--- src/rtl/acc_alu_pkg.sv ---
package acc_alu_pkg;
  localparam int OP_W = 3;

  typedef enum logic [OP_W-1:0] {
    OP_HALT  = 3'b000,
    OP_SKIPZ = 3'b001,
    OP_ADD   = 3'b010,
    OP_AND   = 3'b011,
    OP_XOR   = 3'b100,
    OP_LOAD  = 3'b101,
    OP_STORE = 3'b110,
    OP_JUMP  = 3'b111
  } op_e;

  typedef enum logic [1:0] {
    SEL_ACC  = 2'd0,
    SEL_SUM  = 2'd1,
    SEL_BIT  = 2'd2,
    SEL_MEM  = 2'd3
  } sel_e;
endpackage

--- src/rtl/acc_op_decode.sv ---
module acc_op_decode
  import acc_alu_pkg::*;
(
  input  logic [OP_W-1:0] opcode_i,
  output sel_e            sel_o,
  output logic            bit_xor_o
);
  op_e op;
  assign op = op_e'(opcode_i);

  always_comb begin
    sel_o     = SEL_ACC;
    bit_xor_o = 1'b0;
    unique case (op)
      OP_ADD:  sel_o = SEL_SUM;
      OP_AND:  sel_o = SEL_BIT;
      OP_XOR: begin
        sel_o     = SEL_BIT;
        bit_xor_o = 1'b1;
      end
      OP_LOAD: sel_o = SEL_MEM;
      default: sel_o = SEL_ACC;
    endcase
  end
endmodule

--- src/rtl/acc_bitwise.sv ---
module acc_bitwise #(
  parameter int DATA_W = 8
) (
  input  logic [DATA_W-1:0] a_i,
  input  logic [DATA_W-1:0] b_i,
  input  logic              xor_i,
  output logic [DATA_W-1:0] y_o
);
  for (genvar g = 0; g < DATA_W; g++) begin : g_bit
    assign y_o[g] = xor_i ? (a_i[g] ^ b_i[g]) : (a_i[g] & b_i[g]);
  end
endmodule

--- src/rtl/acc_adder.sv ---
module acc_adder #(
  parameter int DATA_W = 8
) (
  input  logic [DATA_W-1:0] a_i,
  input  logic [DATA_W-1:0] b_i,
  output logic [DATA_W-1:0] sum_o
);
  logic [DATA_W:0] carry;
  assign carry[0] = 1'b0;

  for (genvar g = 0; g < DATA_W; g++) begin : g_ripple
    assign sum_o[g]   = a_i[g] ^ b_i[g] ^ carry[g];
    assign carry[g+1] = (a_i[g] & b_i[g]) | (carry[g] & (a_i[g] ^ b_i[g]));
  end

  logic carry_unused;
  assign carry_unused = carry[DATA_W];
endmodule

--- src/rtl/acc_alu.sv ---
module acc_alu
  import acc_alu_pkg::*;
#(
  parameter int DATA_W = 8
) (
  input  logic [DATA_W-1:0] mem_word_i,
  input  logic [DATA_W-1:0] acc_i,
  input  logic [OP_W-1:0]   opcode_i,
  output logic [DATA_W-1:0] result_o,
  output logic              acc_zero_o
);
  sel_e              sel;
  logic              bit_xor;
  logic [DATA_W-1:0] sum;
  logic [DATA_W-1:0] bits;

  acc_op_decode u_dec (
    .opcode_i  (opcode_i),
    .sel_o     (sel),
    .bit_xor_o (bit_xor)
  );

  acc_adder #(.DATA_W(DATA_W)) u_add (
    .a_i   (acc_i),
    .b_i   (mem_word_i),
    .sum_o (sum)
  );

  acc_bitwise #(.DATA_W(DATA_W)) u_bit (
    .a_i   (acc_i),
    .b_i   (mem_word_i),
    .xor_i (bit_xor),
    .y_o   (bits)
  );

  always_comb begin
    unique case (sel)
      SEL_SUM: result_o = sum;
      SEL_BIT: result_o = bits;
      SEL_MEM: result_o = mem_word_i;
      default: result_o = acc_i;
    endcase
  end

  assign acc_zero_o = ~|acc_i;
endmodule

--- config.mk ---
export PLATFORM = sky130hd
export DESIGN_NAME = acc_alu
export DESIGN_NICKNAME = d
export VERILOG_FILES = /design/src/rtl/acc_alu_pkg.sv /design/src/rtl/acc_op_decode.sv /design/src/rtl/acc_bitwise.sv /design/src/rtl/acc_adder.sv /design/src/rtl/acc_alu.sv
export SDC_FILE = /design/constraint.sdc
export NUM_CORES = 1
export LEC_CHECK = 0
export ABC_CLOCK_PERIOD_IN_PS = 4000
export BUFFER_PORTS_ARGS = -buffer_cell sky130_fd_sc_hd__buf_4
export CAP_MARGIN = 10
export CORE_MARGIN = 1.5
export CORE_UTILIZATION = 53
export DETAILED_ROUTE_END_ITERATION = 8
export PLACE_DENSITY_LB_ADDON = 0.08
export RECOVER_POWER = 25
export SLEW_MARGIN = 5
export SYNTH_ARGS = -nofsm -noshare
export SYNTH_HDL_FRONTEND = slang
export SYNTH_SLANG_ARGS = --single-unit
--- constraint.sdc ---
create_clock -name vclk -period 4
set_clock_uncertainty 0.15 [all_clocks]
set_input_delay 0 -clock vclk [all_inputs]
set_output_delay 0 -clock vclk [all_outputs]
set_load 0.005 [all_outputs]
==> out/results.txt, run 1 <==
Yosys Warn Count: 0
Setup TNS Final: 0 ps
critical path class: in2out
clock buf count: 0
WL final: 1702 um
RSZ-0062 raised after global routing: false
Die Y: 40.73 um
row cnt: 13
Critical Path Slowest Stage Cell: fa_1
post-cts resize count: 0
Critical Path End Type: output port
largest cells by area after synthesis: fa_1, ha_1, nor2b_1, o32a_1, a22o_1
DR pass1 iterations: 4
Layout Nets: 151
status: finished clean
Post-route DRC: 0
Setup violations, final: 0
first-pass GRT wire length: 2456 um
Final GP Congestion: 0.6909
die outline width: 40.73 um
Mapped Cells: 95
final hold viol count: 0
DR iter-0 viols: 12
input/output buffers: 28
GR Overflow Total: 0
Initial Util: 57.26%
Worst Hold Slack: 206.9 ps
Int Power: 0.00005910 W
area fraction of the dominant cell type after synthesis: 15.92%
most frequent CP cell: fa_1
CP top delay family: adder cells
# IOs: 28
Placed Area: 930.9 um^2
area leader, netlist: fa_1
gr usage total: 21.58%
Seq. cell area: 0 um^2
Commonest cells post-synth: inv_1, nor2b_1, ha_1
initial antenna violation count: 0
synth unique cells: 26
Startpoint Class: input pin
HPWL after DPL: 1316 um
Final Cell Area: 927.1 um^2
Die ar.: 0.001659 mm^2
arrival time at the worst endpoint: 3080 ps
sequential cell area fraction in the yosys report: 0%
type of the most critical hold path: in2out
Comb power frac: 100.0%
via count: 758
synthesized area per cell: 7.942 um^2
Worst Path Max Fanout: 3
Cell Area, Synth: 754.5 um^2
Worst Tran Pin Value: 1185 ps
share of layout cells above drive strength 1: 25.00%
largest net degree at the start of global routing: 34
CTS Hold Bufs: 0
worst path cell trace: buf_4 > ha_1 > inv_1 > fa_1 > fa_1 > fa_1 > fa_1 > inv_1 > fa_1 > fa_1 > nor2_1 > o211ai_1 > a22o_1 > buf_4
Routed Antenna Nets: 0
Synthesized Nets: 128
Largest stage delay, worst path: 410 ps
Critical Path RT: 3850 ps
sequential cells: 0
Final Slew Violations: 0
P_leak: 0.4603 nW
Clock power frac: 0%
Layout area overhead: 22.89%
NetSw: 0.00004878 W
Sw Share: 45.21%
ANT cells: 0
max cap viols: 0
Setup Fix Bufs, Post-CTS: 0
Slew Limit Headroom: 20.98%
via-per-instance ratio: 5.786
Peak VDD IR: 0.08354 mV
Critical path buffers and inverters: 4
period utilisation layout: 80.67%
vias in the first global route: 609
Seq pwr share: 0%
core area: 0.001318 mm^2
Achievable Freq: 0.3099 GHz
power density cells: 116.4 mW/mm^2
crit path time final: 3227 ps
fin util: 70.37%
wire length per cell: 12.99 um
==> cells by family (layout without fill, tap and decap cells) <==
group,after synthesis,after routing,share of synthesized area (%)
AND/OR/NAND/NOR,37,37,29.19
AO/OA/AOI/OAI,23,23,24.54
buffers and inverters,18,39,12.44
adder cells (fa/ha/maj),14,14,29.19
XOR/XNOR,2,2,3.318
multiplexers,1,1,1.327
==> metrics by stage <==
stage / cells / total power, W / setup WS, ps
floorplan: 95 / 0.00006627 / 1140
global placement: 131 / 0.0001039 / 866.6
detailed placement: 131 / 0.0001084 / 807.2
CTS: 131 / 0.0001087 / 794.7
global route: 131 / 0.0001217 / 621.0
finish: 131 / 0.0001079 / 773.3
==> cells in the final DEF, fill, tap and decap left out <==
master    synthesis  final
inv_1            11     11
mux2i_1           1      1
clkbuf_1          0      1
or4_1             2      2
a21o_1            1      1
ha_1              8      8
and3_1            6      6
o21ai_0           4      4
a22o_1            6      6
a221oi_1          1      1
xnor2_1           1      1
clkbuf_4          0      1
nor2_1            7      7
buf_4             2     26
xor2_2            1      1
nand3b_1          1      1
o22a_1            1      1
o32a_1            6      6
nand2_1           4      4
nor3b_1           5      5
a21oi_1           1      1
nor3b_2           1      1
o211ai_1          2      2
fa_1              6      6
nor2b_1          11     11
a211oi_1          1      1
==> layer usage <==
layer  GRT usage, %  part of all wire (%)  vias up
li1               -                     -      384
met1          23.61                    43      361
met2          47.22                    54       13
met3              0                   2.5        0
met4              0                     0        0
met5              0                     0        -
==> power by group through the flow <==
stage / registers [W] / clock network [W] / logic (W)
2_1_floorplan: 0 / 0 / 0.0000663
3_3_place_gp: 0 / 0 / 0.000104
3_5_place_dp: 0 / 0 / 0.000108
4_1_cts: 0 / 0 / 0.000109
5_1_grt: 0 / 0 / 0.000122
6_report: 0 / 0 / 0.000108
==> final cells by class <==
| type | count | area [um^2] |
|---|---|---|
| multi-input cells | 77 | 660.6 |
| fillers | 116 | 390.4 |
| well taps | 15 | 18.77 |
| inverters | 11 | 41.29 |
| repair buffers | 28 | 206.4 |
==> path summary, 6_finish.rpt <==
kind / from / to / slack (ps) / cells after the start
min: acc_i[4] / acc_zero_o / 210 / 4
max: acc_i[0] / result_o[6] / 770 / 14
Power figures use the tool's default switching activity.
==> run 2: changes to the inputs <==
- ABC_AREA: not set -> 1
- ABC_CLOCK_PERIOD_IN_PS: 4000 -> 2700
- CORE_UTILIZATION: 53 -> 47
- clock period: 4 -> 2.7 ns (I/O delays scaled with it)
==> out/results.txt, run 2 <==
sequential cell area fraction in the yosys report: 0%
period utilisation layout: 101.0%
mux cell area share after synthesis: 0%
DR pass1 iterations: 4
Worst Path Max Fanout: 2
Setup violations, final: 1
initial antenna violation count: 0
largest net degree at the start of global routing: 11
Routed Antenna Nets: 0
area fraction of the dominant cell type after synthesis: 23.16%
first-pass GRT wire length: 3387 um
Worst Tran Pin Value: 280.9 ps
layout filler cell count: 120
RSZ-0062 raised after global routing: true
Final GP Congestion: 0.8417
Seq. cell area: 0 um^2
Setup Fix Bufs, Post-CTS: 0
xor/xnor cell area share of the yosys netlist: 1.228%
critical path class: in2out
Die Y: 41.96 um
share of layout cells above drive strength 1: 38.19%
largest cells by area after synthesis: nand2_1, fa_1, nand4_1, ha_1, inv_1
input/output buffers: 28
Final Cell Area: 983.4 um^2
Critical Path End Type: output port
gr usage total: 23.74%
max cap viols: 0
crit path launch: mem_word_i[0]
vias in the first global route: 828
most frequent cells in the layout: nand2_1, buf_4, inv_1, nand4_1, ha_1
Peak VDD IR: 0.08923 mV
P_leak: 0.5558 nW
DR iter-0 viols: 11
via count: 823
synthesized area per cell: 6.202 um^2
wire length per cell: 12.21 um
Cell Area, Synth: 713.2 um^2
GR Overflow Total: 0
sequential cells: 0
Achievable Freq: 0.3665 GHz
ANT cells: 0
Commonest cells post-synth: nand2_1, inv_1, nand4_1
HPWL after DPL: 1516 um
WL final: 1942 um
Slew Limit Headroom: 81.10%
fin cells: 159
via-per-instance ratio: 5.176
Yosys Warn Count: 0
Mapped Cells: 115
CTS Hold Bufs: 0
Synth Area in Compound Gates: 0%
crit path time final: 2728 ps
area leader, netlist: nand2_1
Final Worst Setup Slack: -28.20 ps
row cnt: 13
Startpoint Class: input pin
Synthesized Nets: 148
Die ar.: 0.001760 mm^2
clock buf count: 0
die outline width: 41.96 um
commonest non-fill, non-tap cell in the layout: nand2_1
Post-Synth Simple-Gate Area: 52.63%
main combinational cell family by area after synthesis: simple AND/OR/NAND/NOR gates
type of the most critical hold path: in2out
CP endpoint: result_o[6]
Final Slew Violations: 0
arrival time at the worst endpoint: 2580 ps
Synth Area in Adders: 30.88%
core area: 0.001350 mm^2
Critical Path RT: 2550 ps
# IOs: 28
count leader, synth: nand2_1
power density cells: 166.4 mW/mm^2
Placed Area: 942.2 um^2
Post-route DRC: 0
Initial Util: 52.83%
placed insts: 159
failing checks: negative setup slack
synth unique cells: 15
Layout Nets: 179
final hold viol count: 0
status: finished with violations
Layout area overhead: 37.89%
run 2: per-layer routing:
layer / routed length (um) / track usage [%]
met2: 1033 / 46.25
met1: 771 / 29.18
met4: 13 / 2.581
met5: 0 / 0
met3: 124 / 0.8696
run 2: per-stage QoR:
stage | setup slack [ps] | setup TNS [ps] | hold WS [ps] | util [%] | power (W)
final | -28.20 | -28.20 | 120.3 | 72.85 | 0.0001637
after global placement | -200.2 | -305.0 | 120.9 | 69.79 | 0.0001508
after global routing | -138.5 | -138.5 | 133.0 | 72.85 | 0.0001858
after CTS | -48.94 | -48.94 | 120.6 | 70.71 | 0.0001580
after floorplan | 79.92 | 0 | -114.7 | - | 0.00008434
after detailed placement | -207.8 | -361.8 | 120.6 | 69.79 | 0.0001551
run 2: cells by family after synthesis:
logic type,Yosys count
XOR/XNOR,1
adder cells (fa/ha/maj),14
buffers and inverters,25
AND/OR/NAND/NOR,75
run 2: how the worst min path moves through the flow:
stage	start	end	slack, ps	depth (start not counted)
2_1_floorplan	acc_i[7]	acc_zero_o	-110	1
3_3_place_gp	acc_i[7]	acc_zero_o	120	3
3_5_place_dp	acc_i[7]	acc_zero_o	120	3
4_1_cts	acc_i[7]	acc_zero_o	120	3
5_1_grt	acc_i[7]	acc_zero_o	130	3
6_report	acc_i[7]	acc_zero_o	120	3
run 2: worst max-delay path: stages:
cell	delay (ps)
buf_8	80
ha_4	120
inv_2	30
fa_2	330
fa_2	350
fa_2	340
fa_2	340
inv_2	60
fa_2	190
fa_2	430
nand2_2	70
nand4_1	80
buf_4	140
run 2: report_power, final:
| group | total [W] | leakage (nW) | internal, W | switching [W] |
|---|---|---|---|---|
| Sequential | 0 | 0 | 0 | 0 |
| Clock | 0 | 0 | 0 | 0 |
| Combinational | 0.000164 | 0.556 | 0.0000810 | 0.0000827 |
run 2: repair_timing:
action	4_1_cts	5_1_grt
endpoints found under the setup margin	3	2
pin swaps	0	1
gates resized for setup	6	8
run 2: cell type report:
type | instances | area [um^2] | area share [%]
tap | 15 | 18.77 | 1.908
timing repair buffer | 31 | 244.0 | 24.81
inverter | 23 | 86.33 | 8.779
multi-input combinational | 90 | 634.4 | 64.50
==> run 3: changes to the inputs <==
- ABC_CLOCK_PERIOD_IN_PS: 2700 -> 2540
- CORE_UTILIZATION: 47 -> 53
- SYNTH_HIERARCHICAL: not set -> 1
- clock period: 2.7 -> 2.54 ns (I/O delays scaled with it)
==> out/results.txt, run 3 <==
worst path cell trace: buf_8 > ha_4 > inv_2 > fa_2 > inv_2 > fa_2 > fa_2 > fa_2 > fa_2 > fa_2 > inv_2 > nand3_2 > nand2_1 > nand3_1 > nand4_1 > buf_4
count leader, synth: nand2_1
largest net degree at the start of global routing: 19
Cell Area, Synth: 728.2 um^2
commonest non-fill, non-tap cell in the layout: nand2_1
wire length per cell: 11.78 um
Peak VDD IR: 0.1263 mV
mux cell area share after synthesis: 0%
period utilisation layout: 114.0%
core area: 0.001285 mm^2
most frequent cells in the layout: nand2_1, buf_4, nand3_1
Yosys Warn Count: 6
Worst Tran Pin Value: 687.6 ps
Critical Path End Type: output port
share of layout cells above drive strength 1: 33.78%
via-per-instance ratio: 5.479
synth unique cells: 10
arrival time at the worst endpoint: 2750 ps
Layout area overhead: 35.57%
Startpoint Class: input pin
ANT cells: 0
Worst Hold Slack: 175.9 ps
largest cells by area after synthesis: nand2_1, nand3_1, fa_1, ha_1, buf_6
initial antenna violation count: 0
failing checks: negative setup slack
Post-Synth Simple-Gate Area: 53.09%
status: finished with violations
row cnt: 13
Final Worst Setup Slack: -356.1 ps
RSZ-0062 raised after global routing: true
Die ar.: 0.001605 mm^2
clock buf count: 0
Slew Limit Headroom: 53.99%
GR Overflow Total: 0
final hold viol count: 0
main combinational cell family by area after synthesis: simple AND/OR/NAND/NOR gates
Commonest cells post-synth: nand2_1, nand3_1, inv_1
most frequent CP cell: fa_2
Critical path buffers and inverters: 5
placed insts: 163
critical path class: in2out
HPWL after DPL: 1481 um
gr usage total: 25.55%
type of the most critical hold path: in2out
Routed Antenna Nets: 0
Synthesized Nets: 154
Final Slew Violations: 0
synthesized area per cell: 6.068 um^2
xor/xnor cell area share of the yosys netlist: 0%
Die Y: 40.07 um
via count: 893
Layout Nets: 184
Synth Area in Adders: 31.96%
input/output buffers: 28
power density cells: 194.8 mW/mm^2
Worst Path Max Fanout: 2
Setup violations, final: 2
Synth Area in Compound Gates: 0%
Critical Path RT: 2390 ps
WL final: 1920 um
Mapped Cells: 120
Achievable Freq: 0.3453 GHz
Largest stage delay, worst path: 360 ps
P_leak: 0.5169 nW
sequential cell area fraction in the yosys report: 0%
vias in the first global route: 701
Seq. cell area: 0 um^2
fin cells: 163
first-pass GRT wire length: 2856 um
Critical Path Slowest Stage Cell: fa_2
die outline width: 40.07 um
max cap viols: 0
area fraction of the dominant cell type after synthesis: 21.65%
Post-route DRC: 0
area leader, netlist: nand2_1
# IOs: 28
crit path time final: 2896 ps
Final GP Congestion: 0.7946
DR iter-0 viols: 24
DR pass1 iterations: 4
Initial Util: 56.67%
CTS Hold Bufs: 0
sequential cells: 0
CP top delay family: adder cells
run 3: changes by cell type after synthesis:
cell	before	now
nand3_1	2	29
inv_1	19	10
nand4_1	17	8
nor2_1	1	6
or2_2	4	0
buf_6	2	5
nand3_2	3	0
nand2_1	44	42
ha_1	8	9
nand2_2	1	0
nor2_4	2	1
nor4_1	1	0
xor2_1	1	0
run 3: layout make-up:
cell class / count / area (um^2)
Tap cell: 15 / 18.77
Inverter: 14 / 52.55
Timing Repair Buffer: 33 / 259.0
Multi-Input combinational cell: 101 / 656.9
Fill cell: 109 / 297.8
run 3: cells by family (layout without fill, tap and decap cells):
| group | after synthesis | in the layout |
|---|---|---|
| fa+ha+maj | 15 | 15 |
| simple gates | 86 | 86 |
| buf+inv | 19 | 47 |
run 3: worst paths after layout:
kind,to,cells past startpoint,start,slack (ps)
setup / recovery,result_o[7],16,acc_i[0],-360
hold / removal,result_o[4],4,acc_i[4],180
run 3: power breakdown:
part           internal (W)  switching (W)  total, W
clock                     0              0         0
sequential                0              0         0
combinational     0.0000930      0.0000993  0.000192
run 3: what timing repair did:
item | 4_1_cts | 5_1_grt
pin swaps | 4 | 2
setup buffers | 0 | 0
cloned | 0 | 0
endpoints found under the setup margin | 3 | 3
resized for setup | 6 | 0
run 3: layer usage:
| layer | part of all wire, % | GRT usage, % | vias up | wire length, um |
|---|---|---|---|---|
| li1 | - | - | 456 | - |
| met1 | 42 | 32.32 | 401 | 812 |
| met2 | 51 | 48.79 | 36 | 972 |
| met3 | 7.0 | 0 | 0 | 135 |
| met4 | 0 | 3.448 | 0 | 0 |
| met5 | 0 | 0 | - | 0 |
run 3: per-stage QoR:
stage / TNS [ps] / area [um^2] / worst slack (ps) / utilization (%) / power [W]
after floorplan: -54.32 / 755.7 / -30.83 / - / 0.0001037
after global placement: -681.5 / 965.9 / -334.6 / 75.17 / 0.0001781
after detailed placement: -828.4 / 965.9 / -395.7 / 75.17 / 0.0001857
after CTS: -699.2 / 987.2 / -359.3 / 76.83 / 0.0001915
after global routing: -891.7 / 987.2 / -451.3 / 76.83 / 0.0002144
final: -672.0 / 987.2 / -356.1 / 76.83 / 0.0001923
